File: src/rtl/sel_seq_pkg.sv
// Shared encodings for the selection command sequencer.
// Assumes phase, cause and step codes are decoded by software as listed.
package sel_seq_pkg;

    // Phase field values
    localparam logic [2:0] PH_DOUT = 3'd0;
    localparam logic [2:0] PH_CMD  = 3'd2;
    localparam logic [2:0] PH_MOUT = 3'd6;
    localparam logic [2:0] PH_MIN  = 3'd7;

    // Interrupt cause bits
    localparam logic [7:0] IRQ_RST   = 8'h80;
    localparam logic [7:0] IRQ_DISC  = 8'h20;
    localparam logic [7:0] IRQ_BSVC  = 8'h10;
    localparam logic [7:0] IRQ_FDONE = 8'h08;

    // Sequence step values
    localparam logic [2:0] SEQ_IDLE = 3'd0;
    localparam logic [2:0] SEQ_MSG  = 3'd1;
    localparam logic [2:0] SEQ_CMD  = 3'd4;

    // Opcodes (bits 6:0 of the command byte)
    localparam logic [6:0] OPC_NOP     = 7'h00;
    localparam logic [6:0] OPC_FLUSH   = 7'h01;
    localparam logic [6:0] OPC_BUSRST  = 7'h03;
    localparam logic [6:0] OPC_ICCS    = 7'h11;
    localparam logic [6:0] OPC_MSGACC  = 7'h12;
    localparam logic [6:0] OPC_SEL     = 7'h41;
    localparam logic [6:0] OPC_SELATN  = 7'h42;
    localparam logic [6:0] OPC_SELSTOP = 7'h43;

    typedef enum logic [3:0] {
        OP_NOP, OP_FLUSH, OP_BUSRST, OP_ICCS, OP_MSGACC,
        OP_SEL, OP_SELATN, OP_SELSTOP, OP_BAD
    } op_e;

    // Register update produced by one executed command
    typedef struct packed {
        logic       ph_we;
        logic [2:0] ph;
        logic       ir_replace;
        logic [7:0] ir_bits;
        logic       sq_we;
        logic [2:0] sq;
        logic       cdb_we;
        logic       cdb;
        logic       raise;
        logic       launch;
        logic       flush;
        logic       fclr;
        logic       bad;
        logic       dma_we;
    } upd_t;

endpackage

File: src/rtl/sel_cmd_fifo.sv
// Holding queue for command bytes written while the sequencer is busy.
// Assumes a push when full is dropped; pop is only requested when not empty.
module sel_cmd_fifo #(
    parameter int W     = 8,
    parameter int DEPTH = 2
) (
    input  logic         clk,
    input  logic         rst_n,
    input  logic         push,
    input  logic [W-1:0] din,
    input  logic         pop,
    output logic [W-1:0] dout,
    output logic         empty
);
    localparam int PW = (DEPTH > 1) ? $clog2(DEPTH) : 1;
    localparam int CW = $clog2(DEPTH + 1);
    localparam logic [PW-1:0] LAST = PW'(DEPTH - 1);
    localparam logic [CW-1:0] FULLCNT = CW'(DEPTH);

    logic [W-1:0]  mem [DEPTH];
    logic [PW-1:0] wr_ptr, rd_ptr;
    logic [CW-1:0] cnt;
    logic          push_ok, pop_ok;

    assign push_ok = push && (cnt != FULLCNT);
    assign pop_ok  = pop && (cnt != '0);
    assign empty   = (cnt == '0);
    assign dout    = mem[rd_ptr];

    // Store an accepted byte at the write pointer
    always_ff @(posedge clk) begin
        if (push_ok) mem[wr_ptr] <= din;
    end

    // Advance pointers and occupancy
    always_ff @(posedge clk) begin
        if (!rst_n) begin
            wr_ptr <= '0;
            rd_ptr <= '0;
            cnt    <= '0;
        end else begin
            if (push_ok) wr_ptr <= (wr_ptr == LAST) ? '0 : wr_ptr + PW'(1);
            if (pop_ok)  rd_ptr <= (rd_ptr == LAST) ? '0 : rd_ptr + PW'(1);
            case ({push_ok, pop_ok})
                2'b10:   cnt <= cnt + CW'(1);
                2'b01:   cnt <= cnt - CW'(1);
                default: cnt <= cnt;
            endcase
        end
    end
endmodule

File: src/rtl/sel_cmd_decode.sv
// Maps a command byte to an operation and its DMA flag.
// Assumes the opcode occupies bits 6:0 and bit 7 is the DMA marker.
module sel_cmd_decode
    import sel_seq_pkg::*;
(
    input  logic [7:0] cmd_byte,
    output op_e        op,
    output logic       dma
);
    assign dma = cmd_byte[7];

    // Translate the opcode field
    always_comb begin
        case (cmd_byte[6:0])
            OPC_NOP:     op = OP_NOP;
            OPC_FLUSH:   op = OP_FLUSH;
            OPC_BUSRST:  op = OP_BUSRST;
            OPC_ICCS:    op = OP_ICCS;
            OPC_MSGACC:  op = OP_MSGACC;
            OPC_SEL:     op = OP_SEL;
            OPC_SELATN:  op = OP_SELATN;
            OPC_SELSTOP: op = OP_SELSTOP;
            default:     op = OP_BAD;
        endcase
    end
endmodule

File: src/rtl/sel_outcome.sv
// Computes the register update for one operation from the selection inputs.
// Assumes hit and has_bytes are sampled in the execute cycle.
module sel_outcome
    import sel_seq_pkg::*;
(
    input  op_e  op,
    input  logic hit,
    input  logic has_bytes,
    input  logic rr_dis,
    output upd_t upd
);
    logic stop;
    assign stop = (op == OP_SELSTOP);

    // Build the fixed outcome for each operation
    always_comb begin
        upd        = '0;
        upd.dma_we = 1'b1;
        case (op)
            OP_NOP: upd.dma_we = 1'b1;
            OP_FLUSH: upd.flush = 1'b1;
            OP_BUSRST: begin
                if (!rr_dis) begin
                    upd.ir_bits = IRQ_RST;
                    upd.raise   = 1'b1;
                end
            end
            OP_ICCS: begin
                upd.ph_we   = 1'b1;
                upd.ph      = PH_MIN;
                upd.ir_bits = IRQ_FDONE;
                upd.raise   = 1'b1;
            end
            OP_MSGACC: begin
                upd.ir_bits = IRQ_DISC;
                upd.sq_we   = 1'b1;
                upd.sq      = SEQ_IDLE;
                upd.fclr    = 1'b1;
                upd.raise   = 1'b1;
            end
            OP_SEL, OP_SELATN, OP_SELSTOP: begin
                if (!hit) begin
                    upd.ph_we      = 1'b1;
                    upd.ph         = PH_DOUT;
                    upd.ir_replace = 1'b1;
                    upd.ir_bits    = IRQ_DISC;
                    upd.sq_we      = 1'b1;
                    upd.sq         = SEQ_IDLE;
                    upd.raise      = 1'b1;
                end else begin
                    upd.ph_we = 1'b1;
                    upd.ph    = stop ? PH_MOUT : PH_CMD;
                    upd.sq_we = 1'b1;
                    upd.sq    = stop ? SEQ_MSG : SEQ_CMD;
                    if (has_bytes) begin
                        upd.ir_bits = IRQ_BSVC | IRQ_FDONE;
                        upd.raise   = 1'b1;
                        upd.cdb_we  = 1'b1;
                        upd.cdb     = (op != OP_SEL);
                        upd.launch  = !stop;
                    end
                end
            end
            default: begin
                upd.bad    = 1'b1;
                upd.dma_we = 1'b0;
            end
        endcase
    end
endmodule

File: src/rtl/sel_cmd_sequencer.sv
// Top of the selection command sequencer: queues command bytes, runs one
// command every two cycles and holds the phase, cause and step registers.
// Assumes target map and FIFO count are stable in the execute cycle.
module sel_cmd_sequencer
    import sel_seq_pkg::*;
#(
    parameter int NUM_TARGETS = 8,
    parameter int CQ_CNT_W    = 5,
    parameter int HOLD_DEPTH  = 2,
    localparam int TID_W      = $clog2(NUM_TARGETS)
) (
    input  logic                   clk,
    input  logic                   rst_n,
    input  logic                   cmd_wr,
    input  logic [7:0]             cmd_byte,
    input  logic [TID_W-1:0]       dest_id,
    input  logic [NUM_TARGETS-1:0] tgt_present,
    input  logic [CQ_CNT_W-1:0]    cmdq_count,
    input  logic                   rst_report_dis,
    input  logic                   intr_ack,
    output logic [2:0]             phase_o,
    output logic [7:0]             intr_o,
    output logic [2:0]             seq_o,
    output logic                   irq_o,
    output logic                   cdb_off_o,
    output logic                   dma_cmd_o,
    output logic                   illegal_o,
    output logic                   fifo_flush_o,
    output logic                   fifo_flags_clr_o,
    output logic                   cmd_launch_o,
    output logic                   busy_o
);
    typedef enum logic {ST_IDLE, ST_EVAL} st_e;

    st_e        state;
    logic [7:0] cur_cmd;
    logic [7:0] q_dout;
    logic       q_empty, q_pop, apply;
    op_e        op;
    logic       op_dma;
    upd_t       upd;
    logic [7:0] ir_base;

    assign q_pop  = (state == ST_IDLE) && !q_empty;
    assign apply  = (state == ST_EVAL);
    assign busy_o = !q_empty || (state != ST_IDLE);

    sel_cmd_fifo #(.W(8), .DEPTH(HOLD_DEPTH)) i_hold (
        .clk(clk), .rst_n(rst_n), .push(cmd_wr), .din(cmd_byte),
        .pop(q_pop), .dout(q_dout), .empty(q_empty)
    );

    sel_cmd_decode i_dec (.cmd_byte(cur_cmd), .op(op), .dma(op_dma));

    sel_outcome i_out (
        .op(op), .hit(tgt_present[dest_id]), .has_bytes(|cmdq_count),
        .rr_dis(rst_report_dis), .upd(upd)
    );

    assign ir_base = intr_ack ? 8'h00 : intr_o;

    // Fetch one command, then execute it on the following edge
    always_ff @(posedge clk) begin
        if (!rst_n) begin
            state   <= ST_IDLE;
            cur_cmd <= 8'h00;
        end else if (q_pop) begin
            state   <= ST_EVAL;
            cur_cmd <= q_dout;
        end else if (apply) begin
            state   <= ST_IDLE;
        end
    end

    // Register file updates, acknowledge first and execution on top
    always_ff @(posedge clk) begin
        if (!rst_n) begin
            phase_o   <= 3'd0;
            intr_o    <= 8'h00;
            seq_o     <= 3'd0;
            irq_o     <= 1'b0;
            cdb_off_o <= 1'b0;
            dma_cmd_o <= 1'b0;
            illegal_o <= 1'b0;
        end else begin
            intr_o    <= ir_base;
            irq_o     <= intr_ack ? 1'b0 : irq_o;
            illegal_o <= intr_ack ? 1'b0 : illegal_o;
            if (apply) begin
                intr_o <= (upd.ir_replace ? 8'h00 : ir_base) | upd.ir_bits;
                if (upd.raise)  irq_o     <= 1'b1;
                if (upd.bad)    illegal_o <= 1'b1;
                if (upd.ph_we)  phase_o   <= upd.ph;
                if (upd.sq_we)  seq_o     <= upd.sq;
                if (upd.cdb_we) cdb_off_o <= upd.cdb;
                if (upd.dma_we) dma_cmd_o <= op_dma;
            end
        end
    end

    // One-cycle requests to neighbouring logic
    always_ff @(posedge clk) begin
        if (!rst_n) begin
            fifo_flush_o     <= 1'b0;
            fifo_flags_clr_o <= 1'b0;
            cmd_launch_o     <= 1'b0;
        end else begin
            fifo_flush_o     <= apply && upd.flush;
            fifo_flags_clr_o <= apply && upd.fclr;
            cmd_launch_o     <= apply && upd.launch;
        end
    end
endmodule

File: config.mk
export PLATFORM = sky130hd
export DESIGN_NAME = sel_cmd_sequencer
export DESIGN_NICKNAME = d
export VERILOG_FILES = /design/src/rtl/sel_seq_pkg.sv /design/src/rtl/sel_cmd_fifo.sv /design/src/rtl/sel_cmd_decode.sv /design/src/rtl/sel_outcome.sv /design/src/rtl/sel_cmd_sequencer.sv
export SDC_FILE = /design/constraint.sdc
export NUM_CORES = 1
export LEC_CHECK = 0
export CORE_MARGIN = 2
export CORE_UTILIZATION = 45
export CTS_BUF_LIST = sky130_fd_sc_hd__clkbuf_4
export DETAILED_ROUTE_END_ITERATION = 8
export PLACE_DENSITY = 0.79
export SYNTH_ARGS = -nofsm -noshare
export SYNTH_HDL_FRONTEND = slang
export SYNTH_SLANG_ARGS = --single-unit
export TNS_END_PERCENT = 5
File: constraint.sdc
create_clock -name clk -period 6.5 [get_ports clk]
set_input_delay 1.95 -clock clk [delete_from_list [all_inputs] [get_ports clk]]
set_output_delay 1.95 -clock clk [all_outputs]
set_load 0.01 [all_outputs]
==> results of run 1 <==
## routing by layer
layer	up-vias	part of all wire, %	wire (microns)	track usage [%]
met1	714	44	1610	19.0
li1	785	-	-	-
met4	0	1.1	41	4.32
met5	-	0	0	0
met3	5	5.8	213	4.42
met2	44	50	1830	27.3
## cells by family after synthesis
kind of cell / Yosys count
AOI/OAI and AO/OA: 39
xor gates and xnor gates: 5
adders and majority gates: 1
buffers and inverters: 15
DFF: 49
muxes: 11
other: 1
and+or+nand+nor: 72
## registers in the layout, summed over array words and instances (netlist names), 2 cells and up
| register | cells |
|---|---|
| i_hold.mem | 16 |
| cur_cmd | 8 |
| intr_o | 8 |
| phase_o | 3 |
| i_hold.cnt | 2 |
| seq_o | 2 |
## stage by stage
stage | utilization (%) | setup slack, ns | std cells | power [uW]
6_report | 61.2 | 2.79 | 290 | 938
5_1_grt | 61.2 | 2.71 | 290 | 1000
4_1_cts | 61.2 | 2.79 | 290 | 944
3_5_place_dp | 58.8 | 2.38 | 282 | 730
3_3_place_gp | 58.8 | 2.46 | 282 | 721
2_1_floorplan | - | 3.05 | 193 | 653
## path summary, 6_finish.rpt
path	startpoint	to	slack, ns	depth (start not counted)
setup / recovery	dest_id[0]	intr_o[3]	2.79	6
hold / removal	seq_o[0]	seq_o[0]	0.47	2
setup reg to reg	apply	i_hold.cnt[1]	4.11	4
hold reg to reg	seq_o[0]	seq_o[0]	0.47	2
## layout by cell type, fill, tap and decap left out, drive strengths merged, types with 2 or more instances in the layout
cell	synthesis	final
clkdlybuf4s50	0	49
dfxtp	33	33
nand2	18	18
edfxtp	16	16
nor2	12	12
o211a	9	9
mux2i	9	9
o21ai	8	8
and2	8	8
nor3	8	8
a21oi	6	6
nor2b	5	5
clkbuf	9	5
nand3	5	5
inv	3	4
or3	3	3
nand2b	3	3
xnor2	3	3
a22o	3	3
a21boi	3	3
o21a	2	2
mux4	2	2
xor2	2	2
o31ai	2	2
nand4	2	2
bufinv	0	2
## critical path: stages
cell and delay (ns):
clkdlybuf4s50_1 0.51, mux4_1 0.61, mux2i_4 0.26, nand3_2 0.12, and3b_1 0.29, a22o_1 0.25
## report_power, final
part           internal (uW)  switching, uW  leakage (uW)  total (uW)
registers                368           71.4      0.000418         440
clock network            121           94.7     0.0000558         216
logic                    139            144      0.000572         283
total                    628            310       0.00105         938
## layout make-up
class | count | area share (%)
clock inverter | 3 | 2.53
sequential | 49 | 42.0
timing repair buffer | 49 | 18.0
multi-input combinational | 129 | 33.3
clock buffer | 5 | 1.38
inverter | 3 | 0.414
tap | 52 | 2.39
==> impl_metrics.toml, run 1 <==
[cts]
clock_sinks = 49
holdBufCountCts = 0
clk_pin_slew_ns = 0.14
clk_path_buf_depth = 2
ctsResizeCount = 0
cts-root-buf = "clkbuf_4"
cts_tree = "yes"
postCtsSetupBuffers = 0
cts_buffers = 5
clk_latency_ns = 0.36
htreeDepth = 2

[sta]
rsz0062_at_grt = "no"
final_max_slew_viol_count = 0
setup_tns_ns = 0
setup_viol = 0
hold_viol_final = 0
worst_pin_slew_ns = 1.11
max_slew_margin_pct = 25.9
finalClockSkew_ns = 0.00416
max_freq_ghz = 0.270
hold_ws_ns = 0.471
fin_crit_sh_pct = 57.1
period_minus_slack_ns = 3.71

[synth]
ys_seq_area_share_pct = 53.9
ys_types = 47
synth_fa_ha_area_share_pct = 0.591
ys_top_cells_by_area = "dfxtp_1, edfxtp_1, o211a_1"
synthCells = 193
synth_compound_area_share_pct = 13.5
synth_mux_area_share_pct = 7.33
synth_xor_area_share_pct = 2.07
synth_top_area_share_pct = 31.2
synth_edf_count = 16
netlist_area_sq_um = 2120
synth_common_cells = "dfxtp_1, nand2_1, edfxtp_1"
synth-seq-cells = 49
synth_warnings = 0
synth_top_family_by_area = "simple AND/OR/NAND/NOR gates"
yosys.area_share.simple_pct = 19.1
synth_most_common_cell = "dfxtp_1"
synth_largest_area_cell = "dfxtp_1"
async_flop_share_pct = 0
synth_flop_cell = "dfxtp_1"
synth.avg_cell_area_sq_um = 11.0
synth_fp_nets = 223

[detailed_routing]
dr.pass1.iters = 4
route.detailed.drc = 0
wire_per_inst_microns = 12.8
ant_nets = 0
viasPerCell = 5.34
detail_route.wirelength_microns = 3700
dr_total_vias = 1548
drtIter0Drc = 86

[die]
rows = 24
dieArea_sq_um = 5270
core_area_sq_um = 4440
die_h_microns = 72.6
pin_count = 51
start_util_pct = 47.6
fp.dieW_microns = 72.6

[finish]
design_area_sq_um = 2720
multi_input_area_sq_um = 906
areaGrowthSynthToFinish_pct = 28.6
n_antenna_cell = 0
fillCellCount = 392
drive_above_1_share_pct = 6.30
seq_area_sq_um = 1140
nets = 267

[setup_path]
crit_path_end_kind = "flip-flop"
crit_required_ns = 6.77
crit_fanout = 7
cp.arrival_ns = 3.98
path_class = "primary input to flip-flop"
crit_path_start_kind = "primary input"

[power]
static-leakage-power_uw = 0.00105
pwr_density_cell_nw_per_um2 = 345
peakVddDrop_uv = 188

[placement]
io_buffers = 49
dpl-instance-area_sq_um = 2610
gp_congestion = 0.870
dpl.hpwl_microns = 2740

[grt]
gr-total-overflow = 0
grt_pass1_vias = 1496
gr-usage-all-layers_pct = 15.7
antenna_found_initial = 0
grt_max_degree = 29
grt_pass1_wl_microns = 6530

[status]
status = "finished clean"

[worst_hold_path]
min_path_type = "flip-flop to flip-flop"

[flow_run]
cap_violations = 0
Note: power is estimated with default switching activity, not from simulation.
==> run 2, diff against run 1 <==
clock period = 3.6 ns   (was 6.5 ns; I/O delays follow)
==> impl_metrics.toml, run 2 (synthesis results as in run 1) <==
[die]
dieArea_sq_um = 5270
pin_count = 51
die_h_microns = 72.6
rows = 24
core_area_sq_um = 4440
fp.dieW_microns = 72.6
start_util_pct = 47.6

[grt]
antenna_found_initial = 0
gr-usage-all-layers_pct = 15.7
grt_max_degree = 22
grt_pass1_vias = 1487
gr-total-overflow = 0
grt_pass1_wl_microns = 6470

[setup_path]
cpPeakStageDelay_ns = 0.61
cp-startpoint = "dest_id[0]"
path_cells = "clkdlybuf4s50_1, mux4_1, mux2i_4, nand3_2, and3b_1, a22o_1"
path_class = "primary input to flip-flop"
crit_path_start_kind = "primary input"
cp.buffers_inverters = 1
cp.arrival_ns = 3.09
slowest_stage = "mux4_1"
crit_path_end_kind = "flip-flop"
crit_fanout = 7
crit_required_ns = 3.86
r2r-start = "apply"
path_delay_family = "multiplexers"

[sta]
rsz0062_at_grt = "no"
worst_pin_slew_ns = 1.09
hold_ws_ns = 0.467
period_minus_slack_ns = 2.83
hold_viol_final = 0
final_max_slew_viol_count = 0
max_freq_ghz = 0.353
max_slew_margin_pct = 27.1
setup_tns_ns = 0
fin_crit_sh_pct = 78.7
finalClockSkew_ns = 0.0109
setup_viol = 0

[placement]
gp_congestion = 0.880
dpl.hpwl_microns = 2770
io_buffers = 49
dpl-instance-area_sq_um = 2620

[detailed_routing]
ant_nets = 0
route.detailed.drc = 0
dr.pass1.iters = 5
detail_route.wirelength_microns = 3710
dr_total_vias = 1533
drtIter0Drc = 96
viasPerCell = 5.27
wire_per_inst_microns = 12.7

[flow_run]
cap_violations = 0

[finish]
n_antenna_cell = 0
drive_above_1_share_pct = 6.28
fillCellCount = 387
design_area_sq_um = 2700
top_register = "i_hold.mem"
reg_top3 = "i_hold.mem: 16 flops, cur_cmd: 8 flops, intr_o: 8 flops"
final_core_util_pct = 60.8
final_cell_mix = "clkdlybuf4s50_1, dfxtp_1, nand2_1, edfxtp_1, nor2_1"
seq_area_sq_um = 1140
areaGrowthSynthToFinish_pct = 27.6
multi_input_area_sq_um = 906
largest_reg_flops = 16
layout_commonest_cell = "clkdlybuf4s50_1"
nets = 268

[cts]
cts_buffers = 5
clk_latency_ns = 0.35
holdBufCountCts = 0
postCtsSetupBuffers = 0
ctsResizeCount = 0
cts_tree = "yes"
clk_pin_slew_ns = 0.13
htreeDepth = 2
cts-root-buf = "clkbuf_4"
clk_path_buf_depth = 2
clock_sinks = 49

[power]
pwr_density_cell_nw_per_um2 = 598
peakVddDrop_uv = 325
static-leakage-power_uw = 0.00104

[worst_hold_path]
min_path_type = "flip-flop to flip-flop"
hp-start = "seq_o[0]"

[status]
status = "finished clean"
==> run 2: changes by cell type in the layout (fill, tap and decap cells not counted) <==
cell	before	now
buf_4	0	1
inv_6	1	0
clkbuf_4	5	6
clkinv_1	0	1
bufinv_16	2	1
==> run 2: through the flow <==
step	worst slack [ns]	power, uW	instances
6_report	0.768	1620	291
2_1_floorplan	1.02	1180	193
5_1_grt	0.679	1730	291
4_1_cts	0.772	1630	291
3_3_place_gp	0.435	1300	283
3_5_place_dp	0.381	1320	283
==> run 2: final timing paths <==
check / to / slack, ns / cells past startpoint
setup / recovery: intr_o[7] / 0.77 / 6
hold / removal: seq_o[0] / 0.47 / 2
setup reg to reg: i_hold.cnt[1] / 1.18 / 4
hold reg to reg: seq_o[0] / 0.47 / 2
==> run 2: routing by layer <==
| layer | track usage (%) | wire length, microns | part of all wire, % | vias up |
|---|---|---|---|---|
| met4 | 6.58 | 46 | 1.2 | 0 |
| li1 | - | - | - | 781 |
| met1 | 18.6 | 1610 | 43 | 703 |
| met2 | 27.0 | 1850 | 50 | 43 |
| met3 | 3.87 | 202 | 5.4 | 6 |
| met5 | 0 | 0 | 0 | - |
==> run 2: area by class of cell <==
type / count / share of cell area (%)
multi-input cells: 129 / 33.5
clock buffers: 6 / 1.67
clock inverters: 2 / 1.25
well taps: 52 / 2.41
flip-flops and latches: 49 / 42.3
inverters: 3 / 0.417
repair buffers: 50 / 18.4
==> run 2: power by group <==
| group | leakage (uW) | switching (uW) | total, uW | internal, uW |
|---|---|---|---|---|
| sequential | 0.000418 | 128 | 793 | 665 |
| combinational | 0.000577 | 260 | 511 | 251 |
| clock | 0.0000433 | 160 | 312 | 152 |
==> run 2: worst min-delay path, stage by stage (launching register included) <==
cell and delay (ns):
dfxtp_1 0.34, nand2_1 0.05, o22ai_1 0.05
